$ cat src/rtl/dac_pkg.sv
package dac_pkg;

  parameter int unsigned AW = 8;

  typedef enum logic [2:0] {
    OP_NOP    = 3'd0,
    OP_CLEAR  = 3'd1,
    OP_HOME   = 3'd2,
    OP_ENTRY  = 3'd3,
    OP_SHIFT  = 3'd4,
    OP_SET_DM = 3'd5,
    OP_SET_CG = 3'd6,
    OP_WRITE  = 3'd7
  } op_e;

  typedef enum logic [1:0] {
    TGT_DISP  = 2'd0,
    TGT_MARK  = 2'd1,
    TGT_GLYPH = 2'd2
  } tgt_e;

  // step inside one display line: lines start on multiples of stride
  function automatic logic [AW-1:0] disp_step(logic [AW-1:0] a, logic up,
                                              int unsigned len, int unsigned stride);
    int unsigned ai, base, off;
    ai   = int'(a);
    base = (ai / stride) * stride;
    off  = ai % stride;
    if (up) off = (off + 1 >= len) ? 0 : off + 1;
    else    off = (off == 0) ? len - 1 : off - 1;
    return AW'(base + off);
  endfunction

  function automatic logic [AW-1:0] ring_step(logic [AW-1:0] a, logic up,
                                              int unsigned base, int unsigned cnt);
    int unsigned ai, last;
    ai   = int'(a);
    last = base + cnt - 1;
    if (up) ai = (ai >= last) ? base : ai + 1;
    else    ai = (ai <= base) ? last : ai - 1;
    return AW'(ai);
  endfunction

  function automatic logic is_disp_addr(logic [AW-1:0] a, int unsigned len,
                                        int unsigned lines, int unsigned stride);
    return ((int'(a) / stride) < lines) && ((int'(a) % stride) < len);
  endfunction

  function automatic logic is_mark_addr(logic [AW-1:0] a, int unsigned base,
                                        int unsigned cnt);
    return (int'(a) >= base) && (int'(a) < base + cnt);
  endfunction

  function automatic logic [7:0] narrow(logic [7:0] d, int unsigned w);
    logic [7:0] m;
    m = 8'((1 << w) - 1);
    return d & m;
  endfunction

endpackage

$ cat src/rtl/dac_step.sv
module dac_step
  import dac_pkg::*;
#(
  parameter int unsigned LINE_LEN    = 10,
  parameter int unsigned LINE_STRIDE = 16,
  parameter int unsigned MARK_BASE   = 'h40,
  parameter int unsigned MARK_CNT    = 20,
  parameter int unsigned GLYPH_LOCS  = 256
) (
  input  logic [AW-1:0] addr,
  input  tgt_e          tgt,
  input  logic          up,
  output logic [AW-1:0] nxt
);

  always_comb begin
    case (tgt)
      TGT_MARK:  nxt = ring_step(addr, up, MARK_BASE, MARK_CNT);
      TGT_GLYPH: nxt = ring_step(addr, up, 0, GLYPH_LOCS);
      default:   nxt = disp_step(addr, up, LINE_LEN, LINE_STRIDE);
    endcase
  end

endmodule

$ cat src/rtl/dac_clear_seq.sv
module dac_clear_seq
  import dac_pkg::*;
#(
  parameter int unsigned LINE_LEN    = 10,
  parameter int unsigned LINES       = 3,
  parameter int unsigned LINE_STRIDE = 16
) (
  input  logic          clk,
  input  logic          rst_n,
  input  logic          start,
  output logic          busy,
  output logic          last,
  output logic [AW-1:0] fill_addr
);

  localparam int unsigned LW = (LINES > 1) ? $clog2(LINES) : 1;
  localparam int unsigned CW = (LINE_LEN > 1) ? $clog2(LINE_LEN) : 1;

  logic          busy_q;
  logic [LW-1:0] line_q;
  logic [CW-1:0] col_q;
  logic          col_end;

  assign col_end   = (col_q == CW'(LINE_LEN - 1));
  assign last      = busy_q && col_end && (line_q == LW'(LINES - 1));
  assign busy      = busy_q;
  assign fill_addr = AW'(int'(line_q) * LINE_STRIDE + int'(col_q));

  always_ff @(posedge clk) begin
    if (!rst_n) begin
      busy_q <= 1'b0;
      line_q <= '0;
      col_q  <= '0;
    end else if (!busy_q) begin
      if (start) begin
        busy_q <= 1'b1;
        line_q <= '0;
        col_q  <= '0;
      end
    end else if (last) begin
      busy_q <= 1'b0;
    end else if (col_end) begin
      col_q  <= '0;
      line_q <= line_q + 1'b1;
    end else begin
      col_q  <= col_q + 1'b1;
    end
  end

endmodule

$ cat src/rtl/dram_addr_ctr.sv
module dram_addr_ctr
  import dac_pkg::*;
#(
  parameter int unsigned LINE_LEN    = 10,
  parameter int unsigned LINES       = 3,
  parameter int unsigned LINE_STRIDE = 16,
  parameter int unsigned MARK_BASE   = 'h40,
  parameter int unsigned MARK_CNT    = 20,
  parameter int unsigned GLYPHS      = 32,
  parameter int unsigned GLYPH_ROWS  = 8,
  parameter int unsigned NARROW_W    = 5,
  parameter logic [7:0]  BLANK       = 8'h20
) (
  input  logic       clk,
  input  logic       rst_n,
  input  logic       cmd_valid,
  input  logic [2:0] cmd_op,
  input  logic [7:0] cmd_arg,
  output logic       wr_en,
  output logic [1:0] wr_sel,
  output logic [7:0] wr_addr,
  output logic [7:0] wr_data,
  output logic [7:0] addr_cnt,
  output logic       inc_mode,
  output logic       busy
);

  localparam int unsigned GLYPH_LOCS = GLYPHS * GLYPH_ROWS;

  op_e           op;
  tgt_e          tgt_q, sel_q;
  logic [AW-1:0] cnt_q, step_nxt, fill_addr, dm_addr;
  logic          inc_q, step_up, fill_busy, fill_last;
  logic          cmd_take, clear_start, dm_is_disp, dm_is_mark, cg_ok;
  logic          wr_q;
  logic [AW-1:0] waddr_q;
  logic [7:0]    wdata_q;

  assign op          = op_e'(cmd_op);
  assign cmd_take    = cmd_valid && !fill_busy;
  assign clear_start = cmd_take && (op == OP_CLEAR);
  assign step_up     = (op == OP_SHIFT) ? cmd_arg[0] : inc_q;
  assign dm_addr     = {1'b0, cmd_arg[6:0]};
  assign dm_is_disp  = is_disp_addr(dm_addr, LINE_LEN, LINES, LINE_STRIDE);
  assign dm_is_mark  = is_mark_addr(dm_addr, MARK_BASE, MARK_CNT);
  assign cg_ok       = int'(cmd_arg) < GLYPH_LOCS;

  dac_step #(
    .LINE_LEN(LINE_LEN), .LINE_STRIDE(LINE_STRIDE),
    .MARK_BASE(MARK_BASE), .MARK_CNT(MARK_CNT), .GLYPH_LOCS(GLYPH_LOCS)
  ) u_step (
    .addr(cnt_q), .tgt(tgt_q), .up(step_up), .nxt(step_nxt)
  );

  dac_clear_seq #(
    .LINE_LEN(LINE_LEN), .LINES(LINES), .LINE_STRIDE(LINE_STRIDE)
  ) u_clear (
    .clk(clk), .rst_n(rst_n), .start(clear_start),
    .busy(fill_busy), .last(fill_last), .fill_addr(fill_addr)
  );

  always_ff @(posedge clk) begin
    if (!rst_n) begin
      cnt_q   <= '0;
      inc_q   <= 1'b1;
      tgt_q   <= TGT_DISP;
      wr_q    <= 1'b0;
      sel_q   <= TGT_DISP;
      waddr_q <= '0;
      wdata_q <= '0;
    end else begin
      wr_q <= 1'b0;
      if (fill_busy) begin
        wr_q    <= 1'b1;
        sel_q   <= TGT_DISP;
        waddr_q <= fill_addr;
        wdata_q <= BLANK;
        if (fill_last) begin
          cnt_q <= '0;
          inc_q <= 1'b1;
          tgt_q <= TGT_DISP;
        end
      end else if (cmd_take) begin
        case (op)
          OP_HOME: begin
            cnt_q <= '0;
            tgt_q <= TGT_DISP;
          end
          OP_ENTRY: inc_q <= cmd_arg[0];
          OP_SHIFT: cnt_q <= step_nxt;
          OP_SET_DM: begin
            if (dm_is_disp) begin
              cnt_q <= dm_addr;
              tgt_q <= TGT_DISP;
            end else if (dm_is_mark) begin
              cnt_q <= dm_addr;
              tgt_q <= TGT_MARK;
            end
          end
          OP_SET_CG: begin
            if (cg_ok) begin
              cnt_q <= cmd_arg;
              tgt_q <= TGT_GLYPH;
            end
          end
          OP_WRITE: begin
            wr_q    <= 1'b1;
            sel_q   <= tgt_q;
            waddr_q <= cnt_q;
            wdata_q <= (tgt_q == TGT_DISP) ? cmd_arg : narrow(cmd_arg, NARROW_W);
            cnt_q   <= step_nxt;
          end
          default: ;
        endcase
      end
    end
  end

  assign wr_en    = wr_q;
  assign wr_sel   = sel_q;
  assign wr_addr  = waddr_q;
  assign wr_data  = wdata_q;
  assign addr_cnt = cnt_q;
  assign inc_mode = inc_q;
  assign busy     = fill_busy;

endmodule

$ cat config.mk
export PLATFORM = sky130hd
export DESIGN_NAME = dram_addr_ctr
export DESIGN_NICKNAME = d
export VERILOG_FILES = /design/src/rtl/dac_pkg.sv /design/src/rtl/dac_step.sv /design/src/rtl/dac_clear_seq.sv /design/src/rtl/dram_addr_ctr.sv
export SDC_FILE = /design/constraint.sdc
export NUM_CORES = 1
export LEC_CHECK = 0
export BUFFER_PORTS_ARGS = -buffer_cell sky130_fd_sc_hd__buf_2
export CORE_MARGIN = 10
export CORE_UTILIZATION = 43
export DETAILED_ROUTE_END_ITERATION = 6
export GPL_TIMING_DRIVEN = 0
export SLEW_MARGIN = 10
export SYNTH_ARGS = -nofsm -noshare
export SYNTH_HDL_FRONTEND = slang
export SYNTH_SLANG_ARGS = --single-unit
$ cat constraint.sdc
create_clock -name clk -period 3.45 [get_ports clk]
set_input_delay 0.69 -clock clk [delete_from_list [all_inputs] [get_ports clk]]
set_output_delay 0.69 -clock clk [all_outputs]
set_load 0.02 [all_outputs]
==> results of run 1 <==
## cell usage after synthesis, drive strengths merged (9+ instances only)
master | count | area (sq um)
nand3 | 23 | 115.1
buf | 9 | 51.30
nor2 | 32 | 120.1
nor3 | 9 | 45.04
nand2 | 45 | 168.9
ha | 14 | 175.2
dfxtp | 37 | 740.7
a21oi | 44 | 220.2
o21ai | 19 | 95.09
inv | 16 | 60.06
clkbuf | 20 | 75.07
## cell families after synthesis
family                   Yosys count  share of synthesized area [%]
flip-flops                        37                          25.21
XOR/XNOR                           8                          3.109
buffers and inverters             46                          6.474
adder cells (fa/ha/maj)           15                          6.644
multiplexers                       6                          2.044
AND/OR/NAND/NOR                  153                          26.70
AO/OA/AOI/OAI                    126                          29.81
## repair_timing
action | CTS | global route
resized for setup | 0 | 3
setup buffers | 0 | 2
endpoints found under the setup margin | 0 | 1
## worst paths after layout
| path | endpoint | startpoint | slack, ns | cells after the start |
|---|---|---|---|---|
| hold reg to reg | wr_data[6]$_SDFFE_PP0P_ | wr_data[6]$_SDFFE_PP0P_ | 0.45 | 2 |
| setup / recovery | addr_cnt[5]$_SDFFE_PN0P_ | addr_cnt[1]$_SDFFE_PN0P_ | 0.16 | 12 |
| setup reg to reg | addr_cnt[5]$_SDFFE_PN0P_ | addr_cnt[1]$_SDFFE_PN0P_ | 0.16 | 12 |
| hold / removal | wr_data[6]$_SDFFE_PP0P_ | wr_data[6]$_SDFFE_PP0P_ | 0.45 | 2 |
## layout by cell type (no fill, tap or decap), types with 4 or more instances in the layout
master / count
nor3_1: 9
nand2_1: 45
dfxtp_1: 37
mux2i_1: 6
nor2_1: 32
a32oi_1: 6
nor2b_1: 4
inv_1: 16
nand2b_1: 6
nand3_1: 23
a21o_1: 6
buf_2: 47
a21oi_1: 44
clkbuf_8: 7
o21ai_0: 14
ha_1: 14
clkbuf_1: 19
o21ai_1: 5
a31oi_1: 4
and3_1: 5
## routing by layer
metal | global-route usage [%] | wire, um
met1 | 23.30 | 4160
met2 | 28.51 | 4341
met3 | 3.351 | 690
met4 | 6.074 | 235
met5 | 0 | 0
## layout make-up
cell class              count  area, sq um  share of cell area [%]
multi-input cells         308         2013                   59.64
flip-flops and latches     37        740.7                   21.94
repair buffers             44        225.2                   6.672
plain buffers              29        127.6                   3.781
well taps                  80        100.1                   2.965
clock buffers               7        96.34                   2.854
inverters                  17        63.81                   1.890
clock inverters             1        8.758                  0.2595
## state kept, by name (all words and copies together) (netlist names)
| name | flops |
|---|---|
| u_clear.busy | 1 |
| wr_en | 1 |
| u_clear.line_q | 2 |
| u_clear.col_q | 4 |
| wr_sel | 2 |
| wr_addr | 8 |
| inc_mode | 1 |
| wr_data | 8 |
| tgt_q | 2 |
| addr_cnt | 8 |
## per-stage QoR
stage | setup slack (ns) | hold slack (ns)
2_1_floorplan | 0.5195 | 0.4616
3_3_place_gp | 0.08615 | 0.4405
3_5_place_dp | 0.04100 | 0.4400
4_1_cts | 0.02026 | 0.4509
5_1_grt | 0.03031 | 0.4720
6_report | 0.1635 | 0.4531
## report_power, final
part | total (W) | internal, W | switching (W)
sequential | 0.000444 | 0.000435 | 0.00000911
clock | 0.000347 | 0.000184 | 0.000163
combinational | 0.000219 | 0.0000779 | 0.000141
total | 0.00101 | 0.000698 | 0.000313
## worst max-delay path, stage by stage (launching register included)
cell       delay (ns)
dfxtp_1          0.34
clkbuf_1         0.24
inv_1            0.17
ha_1             0.31
nor3b_4          0.34
o2111a_1         0.25
ha_1             0.21
fa_1             0.44
or2_2            0.33
mux2i_1          0.14
a211oi_1         0.08
a32oi_1          0.22
o2bb2ai_1        0.10
==> results_dict.tcl, run 1 <==
set metrics [dict create \
    fin_crit_ns 3.287 \
    clockRootBuffer "clkbuf_8" \
    cts.hold.buffers_added 0 \
    netlist_area_sq_um 2938 \
    path_max_fanout 10 \
    h-tree-depth 2 \
    die_y_um 102.7 \
    yosysSeqAreaShare_pct 25.21 \
    drt_iter0_drc 248 \
    setup_viol 0 \
    start_util_pct 43.72 \
    synth_cell_types 74 \
    rsz0062_at_grt "false" \
    vias_per_cell 6.098 \
    synth_cells 391 \
    outcome "complete, no violations" \
    placedCellCount 513 \
    hold_path_class "flop to flop" \
    antenna_left 0 \
    hold_violations 0 \
    drc 0 \
    die_x_um 102.7 \
    grt_max_degree 13 \
    cts_buffer_depth 2 \
    rows 30 \
    report.power.total_w 0.001010 \
    wl_um 9427 \
    first_global_vias 2916 \
    drt_first_pass_iters 5 \
    maxCapViolations 0 \
    gr-total-overflow 0 \
    core_area_sq_um 6719 \
    port_buffers 42 \
    syn_nets 420 \
    postLayoutCoreUtil_pct 50.24 \
    crit_type "flop to flop" \
    antenna_found_initial 0 \
    nFillCells 674 \
    required_ns 3.63 \
    drv_slew 0 \
    dpl.hpwl_um 7178 \
    final_nets 471 \
    clkTransAtPathRegs_ns 0.08 \
    fin_crit_sh_pct 95.26 \
    critPathCaptureType "flop" \
    start_kind "flop" \
    pwr_density_cell_nw_per_um2 299.3 \
    setup_tns_ns 0 \
    vdd_drop_max_mv 0.1959 \
    synth_ff_type "dfxtp_1" \
    grt_pass1_wl_um 15010 \
    fin_cells 523 \
    postLayoutCellArea_sq_um 3376 \
    io_pins 43 \
    ys_async_sr_fraction_pct 0 \
    slew_headroom_pct 43.41 \
    fmax_mhz 304.3 \
    clock_skew_ns 0.006383 \
    worstMarginPinSlew_ns 0.8432 \
    p_leak_nw 1.409 \
    insertion_delay_ns 0.29 \
    dpl_cell_area_sq_um 3248 \
    antenna_cells 0 \
    drive_above_1_share_pct 16.03 \
    place_congestion 0.9392 \
    design.die.area_sq_um 10540 \
    vias 3189 \
    ys.warnings.count 0 \
    ys_ff_latch 37 \
    avgSynthCellArea_sq_um 7.514 \
    cts_tree "built" \
    cts.sink_count 37 \
    arrival_ns 3.47 \
    area_growth_syn_to_layout_pct 14.91 \
    cts_buffers 5 \
    wl_per_cell_um 18.02 \
    synth_edf_count 0 \
    track_usage_pct 17.80 \
]
(Power assumes the default switching activity.)
==> run 2: changes to the inputs <==
--- a/config.mk
+++ b/config.mk
@@ -5,6 +5,7 @@
 export SDC_FILE = /design/constraint.sdc
 export NUM_CORES = 1
 export LEC_CHECK = 0
+export ABC_AREA = 1
 export BUFFER_PORTS_ARGS = -buffer_cell sky130_fd_sc_hd__buf_2
 export CORE_MARGIN = 10
 export CORE_UTILIZATION = 43
==> run 2 against run 1 <==
  * Cell area shrank 7.7%
  * Sequential cell count is the same
  * First-iteration DRC count shrank 50%
  * Core utilization grew 1.4 points
  * Sequential power is essentially flat
  * Maximum frequency grew 9.2%
  * Die area shrank 6.3%
  * Clock skew is essentially flat
  * Sequential share of layout area grew 1.9 points
  * Critical path type unchanged
  * Highest routed layer unchanged
==> results_dict.tcl, run 2 <==
set metrics [dict create \
    critPathCaptureType "flop" \
    vias 3003 \
    clockRootBuffer "clkbuf_8" \
    ys_top_cells_by_count "139 x nand2_1, 47 x nand3_1, 43 x inv_1" \
    gr-total-overflow 0 \
    arrival_ns 3.24 \
    synth_cells 442 \
    final_nets 520 \
    clock_skew_ns 0.006632 \
    worstMarginPinSlew_ns 0.7346 \
    setup_tns_ns 0 \
    worstPathCellList "inv_1 > ha_1 > inv_1 > nand3_1 > nor2_1 > ha_1 > a21oi_1 > nand2_1 > nand2_1 > nand2_1 > or2_2 > a21oi_1 > nand2_1 > nand2_1 > nand2_1 > a21oi_1" \
    crit_top_cell "nand2_1" \
    ys_async_sr_fraction_pct 0 \
    insertion_delay_ns 0.29 \
    antenna_found_initial 0 \
    drt_iter0_drc 124 \
    crit_type "flop to flop" \
    slowest_delay_ns 0.53 \
    cts_buffer_depth 2 \
    report.power.total_w 0.0009548 \
    cts.sink_count 37 \
    rsz0062_at_grt "false" \
    p_leak_nw 1.500 \
    hold_violations 0 \
    cts.hold.buffers_added 0 \
    fin_crit_sh_pct 87.27 \
    clkTransAtPathRegs_ns 0.07 \
    path_max_fanout 9 \
    design.die.area_sq_um 9870 \
    core_area_sq_um 6026 \
    slowest_stage "dfxtp_1" \
    syn_nets 471 \
    drt_first_pass_iters 5 \
    vdd_drop_max_mv 0.2424 \
    drive_above_1_share_pct 15.85 \
    antenna_left 0 \
    maxCapViolations 0 \
    cts_resized 0 \
    fmax_mhz 332.1 \
    slew_headroom_pct 50.85 \
    final_common_cell "nand2_1" \
    synthTopCellsByArea "dfxtp_1 27%, nand2_1 19%, nand3_1 8.7%, ha_1 6.5%, a21oi_1 6.3%" \
    place_congestion 0.9077 \
    wl_per_cell_um 14.42 \
    first_global_vias 2735 \
    synth_most_common_cell "nand2_1" \
    start_kind "flop" \
    dpl.hpwl_um 6437 \
    synth_edf_count 0 \
    synth_cell_types 35 \
    die_x_um 99.35 \
    track_usage_pct 16.00 \
    drc 0 \
    port_buffers 42 \
    crit_family "simple AND/OR/NAND/NOR gates" \
    ys_ff_latch 37 \
    required_ns 3.68 \
    grt_pass1_wl_um 13330 \
    synthDominantCellAreaShare_pct 27.36 \
    final_cell_mix "139 x nand2_1, 50 x buf_2, 47 x nand3_1, 43 x inv_1, 42 x nor2_1" \
    hold_path_class "flop to flop" \
    drv_slew 0 \
    cp.buffers_inverters 2 \
    netlist_area_sq_um 2708 \
    antenna_cells 0 \
    h-tree-depth 2 \
    io_pins 43 \
    yosys.area.top_type "dfxtp_1" \
    nFillCells 656 \
    setup_viol 0 \
    outcome "complete, no violations" \
    cts_buffers 5 \
    yosysSeqAreaShare_pct 27.36 \
    avgSynthCellArea_sq_um 6.126 \
    start_util_pct 44.93 \
    vias_per_cell 5.296 \
    area_growth_syn_to_layout_pct 15.02 \
    fin_crit_ns 3.011 \
    die_y_um 99.35 \
    cts_tree "built" \
    ys.warnings.count 0 \
    postCtsSetupBuffers 0 \
    grt_max_degree 12 \
    rows 28 \
    wl_um 8175 \
    synth_ff_type "dfxtp_1" \
    pwr_density_cell_nw_per_um2 306.6 \
]
## run 2: worst paths after layout
kind / from / to / slack (ns) / cells past startpoint
min: wr_addr[0]$_SDFFE_PN0P_ / wr_addr[0]$_SDFFE_PN0P_ / 0.46 / 2
max reg2reg: addr_cnt[1]$_SDFFE_PN0P_ / addr_cnt[7]$_SDFFE_PN0P_ / 0.44 / 16
max: addr_cnt[1]$_SDFFE_PN0P_ / addr_cnt[7]$_SDFFE_PN0P_ / 0.44 / 16
min reg2reg: wr_addr[0]$_SDFFE_PN0P_ / wr_addr[0]$_SDFFE_PN0P_ / 0.46 / 2
## run 2: kinds of logic after synthesis
| group | after synthesis | synth area share, % |
|---|---|---|
| adders and majority gates | 15 | 7.209 |
| buffers and inverters | 62 | 9.242 |
| DFF | 37 | 27.36 |
| AOI/OAI and AO/OA | 70 | 14.00 |
| and+or+nand+nor | 255 | 41.22 |
| xor gates and xnor gates | 3 | 0.9706 |
## run 2: per-layer routing
layer / GRT usage [%] / up-vias / share of wire, %
li1: - / 1542 / -
met1: 20.62 / 1385 / 47
met2: 26.85 / 67 / 48
met3: 2.215 / 9 / 3.2
met4: 4.851 / 0 / 1.4
met5: 0 / - / 0
## run 2: final cells by class
cell class	instances	area [sq um]	share of cell area (%)
inverters	48	182.7	5.866
plain buffers	14	67.56	2.170
repair buffers	42	210.2	6.750
well taps	75	93.84	3.013
multi-input cells	343	1717	55.12
clock inverters	1	5.005	0.1607
clock buffers	7	96.34	3.094
flip-flops and latches	37	742.0	23.82
## run 2: power by group
part,leakage [nW],switching [W],internal [W]
logic,1.15,0.000124,0.0000538
registers,0.300,0.00000799,0.000436
clock network,0.0542,0.000153,0.000181
total,1.50,0.000285,0.000670
## run 2: per-stage QoR
stage / cells / worst slack, ns / hold WS (ns) / utilization [%] / instance area, sq um
finish: 567 / 0.4391 / 0.4631 / 51.68 / 3114
global route: 567 / 0.1255 / 0.4876 / 51.68 / 3114
CTS: 567 / 0.3092 / 0.4655 / 51.66 / 3113
detailed placement: 559 / 0.3009 / 0.4543 / 49.98 / 3012
global placement: 559 / 0.3513 / 0.4488 / 49.98 / 3012
floorplan: 442 / 0.6749 / 0.4605 / - / 2708
## run 2: tightest hold or removal path, cell delays in order (launching register included)
cell and delay, ns:
dfxtp_1 0.31, nand2_1 0.06, a21oi_1 0.05
